File: src/rtl/tri_pwm_pkg.sv
package tri_pwm_pkg;

    typedef enum logic [0:0] {
        ST_IDLE = 1'b0,
        ST_RUN  = 1'b1
    } pwm_st_e;

    localparam int unsigned PERIOD_ADDR = 0;

endpackage

File: src/rtl/tri_pwm_regs.sv
module tri_pwm_regs #(
    parameter int unsigned W  = 16,
    parameter int unsigned N  = 3,
    parameter int unsigned AW = 2
) (
    input  logic                clk,
    input  logic                rst_n,
    input  logic                cfg_we,
    input  logic [AW-1:0]       cfg_addr,
    input  logic [W-1:0]        cfg_wdata,
    input  logic                take,
    output logic [W-1:0]        per_act,
    output logic [N-1:0][W-1:0] cmp_shd,
    output logic [N-1:0][W-1:0] cmp_act
);
    import tri_pwm_pkg::*;

    logic [W-1:0] per_shd;

    // Shadow copies: written by the port at any time
    always_ff @(posedge clk) begin
        if (!rst_n) begin
            per_shd <= '0;
            cmp_shd <= '0;
        end else if (cfg_we) begin
            if (cfg_addr == AW'(PERIOD_ADDR)) per_shd <= cfg_wdata;
            for (int i = 0; i < int'(N); i++) begin
                if (cfg_addr == AW'(i + 1)) cmp_shd[i] <= cfg_wdata;
            end
        end
    end

    // Active copies: follow the shadows only when stopped or at a wrap
    always_ff @(posedge clk) begin
        if (!rst_n) begin
            per_act <= '0;
            cmp_act <= '0;
        end else if (take) begin
            per_act <= per_shd;
            cmp_act <= cmp_shd;
        end
    end

    // active values never move between wraps
    p_act_hold_r9: assert property (@(posedge clk) disable iff (!rst_n)
        !take |=> ($stable(per_act) && $stable(cmp_act)));

endmodule

File: src/rtl/tri_pwm_ctrl.sv
module tri_pwm_ctrl #(
    parameter int unsigned W = 16
) (
    input  logic         clk,
    input  logic         rst_n,
    input  logic         run_en,
    input  logic [W-1:0] per_act,
    output logic [W-1:0] cnt,
    output logic         take,
    output logic         ld,
    output logic         cyc_tgl
);
    import tri_pwm_pkg::*;

    pwm_st_e st, st_nxt;
    logic    wrap;

    always_comb begin
        st_nxt = st;
        unique case (st)
            ST_IDLE: st_nxt = run_en ? ST_RUN : ST_IDLE;   // START
            ST_RUN:  st_nxt = run_en ? ST_RUN : ST_IDLE;   // WRAP / STOP
            default: st_nxt = ST_IDLE;
        endcase
    end

    always_ff @(posedge clk) begin
        if (!rst_n) st <= ST_IDLE;
        else        st <= st_nxt;
    end

    assign wrap = (st == ST_RUN) && (cnt == per_act);
    assign take = (st == ST_IDLE) || wrap;
    assign ld   = run_en && take;

    always_ff @(posedge clk) begin
        if (!rst_n) begin
            cnt     <= '0;
            cyc_tgl <= 1'b0;
        end else begin
            if (!run_en || take) cnt <= '0;
            else                 cnt <= cnt + 1'b1;
            if (run_en && wrap)  cyc_tgl <= ~cyc_tgl;
        end
    end

    // the counter never passes the active period while running
    p_cnt_bound_r2: assert property (@(posedge clk) disable iff (!rst_n)
        (st == ST_RUN) |-> (cnt <= per_act));
    // no toggle in the middle of a period
    p_tgl_hold_r8: assert property (@(posedge clk) disable iff (!rst_n)
        ((st == ST_RUN) && (cnt != per_act)) |=> $stable(cyc_tgl));
    // stopping clears the counter and parks the toggle
    p_stop_r10: assert property (@(posedge clk) disable iff (!rst_n)
        !run_en |=> ((cnt == '0) && (st == ST_IDLE) && $stable(cyc_tgl)));

endmodule

File: src/rtl/tri_pwm_phase.sv
module tri_pwm_phase #(
    parameter int unsigned W = 16
) (
    input  logic         clk,
    input  logic         rst_n,
    input  logic         run_en,
    input  logic         ld,
    input  logic [W-1:0] cnt,
    input  logic [W-1:0] cmp_act,
    input  logic [W-1:0] cmp_shd,
    output logic         hi,
    output logic         lo
);

    always_ff @(posedge clk) begin
        if (!rst_n || !run_en) begin
            hi <= 1'b0;
            lo <= 1'b1;
        end else if (ld) begin
            hi <= (cmp_shd != '0);
            lo <= (cmp_shd == '0);
        end else if (cnt == cmp_act) begin
            hi <= 1'b0;
            lo <= 1'b1;
        end
    end

    // the two outputs are held in separate flops and must stay opposite
    p_compl_r7: assert property (@(posedge clk) disable iff (!rst_n)
        hi != lo);
    // common rising edge at every period start
    p_common_r3: assert property (@(posedge clk) disable iff (!rst_n)
        (ld && (cmp_shd != '0)) |=> hi);
    // a zero compare keeps the phase low
    p_zero_r5: assert property (@(posedge clk) disable iff (!rst_n)
        (ld && (cmp_shd == '0)) |=> !hi);
    // once low inside a period, stays low until the next start
    p_stay_low_r4: assert property (@(posedge clk) disable iff (!rst_n)
        (run_en && !ld && !hi) |=> !hi);

endmodule

File: src/rtl/tri_pwm_top.sv
module tri_pwm_top #(
    parameter int unsigned CNT_W = 16,
    parameter int unsigned N_PH  = 3,
    localparam int unsigned AW   = $clog2(N_PH + 1)
) (
    input  logic             clk,
    input  logic             rst_n,
    input  logic             run_en,
    input  logic             cfg_we,
    input  logic [AW-1:0]    cfg_addr,
    input  logic [CNT_W-1:0] cfg_wdata,
    output logic [N_PH-1:0]  pwm_hi,
    output logic [N_PH-1:0]  pwm_lo,
    output logic             cyc_tgl
);

    logic [CNT_W-1:0]            per_act;
    logic [N_PH-1:0][CNT_W-1:0]  cmp_shd;
    logic [N_PH-1:0][CNT_W-1:0]  cmp_act;
    logic [CNT_W-1:0]            cnt;
    logic                        take;
    logic                        ld;

    tri_pwm_regs #(.W(CNT_W), .N(N_PH), .AW(AW)) u_regs (
        .clk       (clk),
        .rst_n     (rst_n),
        .cfg_we    (cfg_we),
        .cfg_addr  (cfg_addr),
        .cfg_wdata (cfg_wdata),
        .take      (take),
        .per_act   (per_act),
        .cmp_shd   (cmp_shd),
        .cmp_act   (cmp_act)
    );

    tri_pwm_ctrl #(.W(CNT_W)) u_ctrl (
        .clk     (clk),
        .rst_n   (rst_n),
        .run_en  (run_en),
        .per_act (per_act),
        .cnt     (cnt),
        .take    (take),
        .ld      (ld),
        .cyc_tgl (cyc_tgl)
    );

    for (genvar g = 0; g < N_PH; g++) begin : g_ph
        tri_pwm_phase #(.W(CNT_W)) u_ph (
            .clk     (clk),
            .rst_n   (rst_n),
            .run_en  (run_en),
            .ld      (ld),
            .cnt     (cnt),
            .cmp_act (cmp_act[g]),
            .cmp_shd (cmp_shd[g]),
            .hi      (pwm_hi[g]),
            .lo      (pwm_lo[g])
        );
    end

endmodule

File: config.mk
export PLATFORM = sky130hd
export DESIGN_NAME = tri_pwm_top
export DESIGN_NICKNAME = d
export VERILOG_FILES = /design/src/rtl/tri_pwm_pkg.sv /design/src/rtl/tri_pwm_regs.sv /design/src/rtl/tri_pwm_ctrl.sv /design/src/rtl/tri_pwm_phase.sv /design/src/rtl/tri_pwm_top.sv
export SDC_FILE = /design/constraint.sdc
export NUM_CORES = 1
export LEC_CHECK = 0
export ABC_AREA = 1
export BUFFER_PORTS_ARGS = -buffer_cell sky130_fd_sc_hd__buf_4
export CORE_ASPECT_RATIO = 1.75
export CORE_UTILIZATION = 45
export DETAILED_ROUTE_END_ITERATION = 10
export PLACE_DENSITY = 0.67
export SLEW_MARGIN = 20
export SYNTH_ARGS = -nofsm -noshare
export SYNTH_HDL_FRONTEND = slang
export SYNTH_SLANG_ARGS = --single-unit
File: constraint.sdc
create_clock -name clk -period 1.7 [get_ports clk]
set_input_delay 0 -clock clk [delete_from_list [all_inputs] [get_ports clk]]
set_output_delay 0 -clock clk [all_outputs]
set_load 0.02 [all_outputs]
==> flow_summary.yaml <==
critical_path:
  slowest_delay_ns: 0.33
  critical_path_class: "flop to flop"
  cp_cell_sequence: "inv_1 > nand2_1 > nand2_1 > nor2_1 > nand2_1 > nor2_1 > nand2_1 > nand2_4 > inv_4 > buf_12 > nand2_8 > buf_12 > nor3b_1"
  regToRegStartpoint: "u_ctrl.cnt[12]"
  crit_path_frequent_cell: "nand2_1"
  cpMaxStageDelayCell: "dfxtp_2"
  startpoint_type: "flop"
  rr_endpoint: "u_ctrl.cnt[14]"
  crit_path_max_fanout: 9
  crit_required_ns: 2.03
  r2r_setup_slack_ns: 0.02
  crit_end: "u_ctrl.cnt[14]"
  end_kind: "flop"
  r2r_cells: 13
  startpoint: "u_ctrl.cnt[12]"
  crit_arrival_ns: 2.02
floorplan:
  initial_core_util: 0.458
  coreArea_um2: 13800
  die_width_um: 91.7
  fp-row-count: 57
  dieArea_um2: 14600
  pin_count: 29
  die_h_um: 159
synth:
  synthFlopType: "dfxtp_1"
  synth_area_leaders: "dfxtp_1 (48%), o21ai_0 (9.1%), a21oi_1 (8.3%), xnor2_1 (5.8%), nor2_1 (5.7%)"
  yosys_warnings: 0
  yosys.cell_types.count: 27
  synth_area_um2: 6340
  syn_inst: 822
  synth_top_area_cell: "dfxtp_1"
  synth.most_common_cell: "dfxtp_1"
  ys_ff_latch: 152
  ys_async_sr_fraction: 0
  seq_area_frac_synth: 0.480
  synth_top_area_frac: 0.480
  syn-num-nets: 845
  avgSynthCellArea_um2: 7.71
  synth_commonest_cells: "dfxtp_1 (152), o21ai_0 (115), a21oi_1 (105)"
  synth_enable_flop_cells: 0
routing:
  post_drt_via_cell_ratio: 5.06
  wl_per_cell_um: 15.0
  highest_layer: "met4"
  wl_met1_um: 6450
  dr_wl_met3_um: 508
  dr.pass1.iters: 4
  wl_met2_um: 8500
  vias: 5417
  drc: 0
  ant_nets: 0
  routed_wirelength_um: 16000
  drtIter0Drc: 239
global_routing:
  grt_pass1_vias: 5131
  grt_start_max_net_pins: 130
  grt.overflow.total: 0
  grt_first_pass_wirelength_um: 25300
  antenna_found_initial: 0
  grt_use_total: 0.226
timing:
  maxSlewHeadroom: 0.585
  rsz0062_at_grt: "yes"
  fmax_ghz: 0.594
  worst_pin_slew_ns: 0.616
  finalSetupViolCount: 0
  skew_ns: 0.0128
  finalSetupTns_ns: 0
  period_share: 0.990
  min_period_ns: 1.68
  slew_violations: 0
  hold_viol: 0
place:
  hpwl_um: 10900
  gp_congestion: 0.793
  port_buffers: 28
clock_tree:
  cts_root_buffer: "clkbuf_16"
  clock_path_buffers: 2
  cts_max_level: 4
  clock_sinks: 152
  clkLatencyLatePin_ns: 0.42
  cts_tree: "built"
  cts.clk_slew.worst_paths_ns: 0.07
  cts_made_buffers: 17
power:
  p_per_area_nw_per_um2: 1080
  ir_worst_vdd_v: 0.000724
  p_leak_nw: 3.10
finish:
  final_util: 0.571
  drive_gt1_frac: 0.187
  area_growth_pct: 24.7
  num_antenna_cells: 0
  fill_cells: 1292
  final_nets: 904
status:
  status: "finished clean"
worst_hold_path:
  min_path_type: "input pin to flop"
flow_run:
  max_cap_violations: 0
## stage by stage
step / area (um^2) / std cells / power [mW] / worst slack, ns / hold slack, ns
finish: 7900 / 1071 / 8.56 / 0.0171 / 0.162
global route: 7900 / 1071 / 8.89 / -0.0912 / 0.182
CTS: 7660 / 1064 / 8.54 / 0.00287 / 0.151
detailed placement: 6840 / 1011 / 4.89 / -0.0622 / 0.270
global placement: 6840 / 1011 / 4.88 / -0.0198 / 0.255
floorplan: 6340 / 822 / 4.57 / 0.202 / 0.135
## sequential cells by signal (all words and copies together), names as in the netlist
signal / flops
u_regs.cmp_shd: 48
u_regs.cmp_act: 48
g_ph.u_ph.lo: 3
u_ctrl.st: 1
u_regs.per_act: 16
g_ph.u_ph.hi: 3
u_regs.per_shd: 16
u_ctrl.cnt: 16
u_ctrl.cyc_tgl: 1
## cell usage in the layout (no fill, tap or decap), types with 5 or more instances in the layout
master / count
dfxtp_1: 130
o21ai_0: 113
a21oi_1: 105
nor2_1: 93
nand2_1: 81
inv_1: 70
buf_4: 67
xnor2_1: 42
clkbuf_16: 21
dlygate4sd3_1: 20
dfxtp_2: 18
o21ai_1: 15
nand3_1: 15
nand4_1: 13
nor4_1: 12
inv_2: 11
xor2_1: 9
clkinv_4: 6
buf_12: 6
nand2_2: 5
## worst max-delay path, delay by kind of cell (launching register included)
kind,cells,cell delay (ns)
buffers and inverters,4,0.48
DFF,1,0.33
and+or+nand+nor,9,0.77
## per-layer routing
layer	global-route usage	up-vias
met5	0	-
met3	0.0511	31
met4	0.0952	0
met1	0.250	2475
li1	-	2796
met2	0.410	115
## area by class of cell
class	count	area, um^2	share of cell area
flip-flops and latches	152	3080	0.390
multi-input cells	528	2750	0.348
repair buffers	99	962	0.122
clock buffers	17	425	0.0538
inverters	83	317	0.0401
well taps	177	221	0.0280
clock inverters	15	146	0.0185
## logic make-up (layout without fill, tap and decap cells)
logic type | count (synthesis) | count (layout) | synth area share
compound gates | 236 | 236 | 0.187
xor+xnor | 51 | 51 | 0.0705
flops | 152 | 152 | 0.480
buf+inv | 142 | 214 | 0.0969
simple gates | 240 | 240 | 0.164
fa+ha+maj | 1 | 1 | 0.00197
## where the power goes
| group | internal (mW) | switching [mW] | total [mW] |
|---|---|---|---|
| clock | 2.04 | 1.57 | 3.61 |
| combinational | 0.465 | 0.590 | 1.06 |
| sequential | 3.77 | 0.126 | 3.89 |
## repair_timing
action	in CTS	in global routing
gates resized for setup	9	48
gates cloned	1	4
hold buffers	20	0
setup buffers	0	3
hold endpoints to repair	71	0
pin swaps	0	6
endpoints found under the setup margin	12	85
## how the worst min path moves through the flow
stage                             start                  to  slack (ns)  cells past startpoint
final                            cfg_we   u_regs.cmp_shd[7]        0.16                      4
after global routing             cfg_we  u_regs.cmp_shd[15]        0.18                      4
after CTS                        cfg_we   u_regs.cmp_shd[5]        0.15                      4
after detailed placement  cfg_wdata[13]  u_regs.cmp_shd[29]        0.27                      3
after global placement    cfg_wdata[13]  u_regs.cmp_shd[29]        0.26                      3
after floorplan            cfg_wdata[8]  u_regs.cmp_shd[24]        0.13                      2
(Power assumes the default switching activity.)
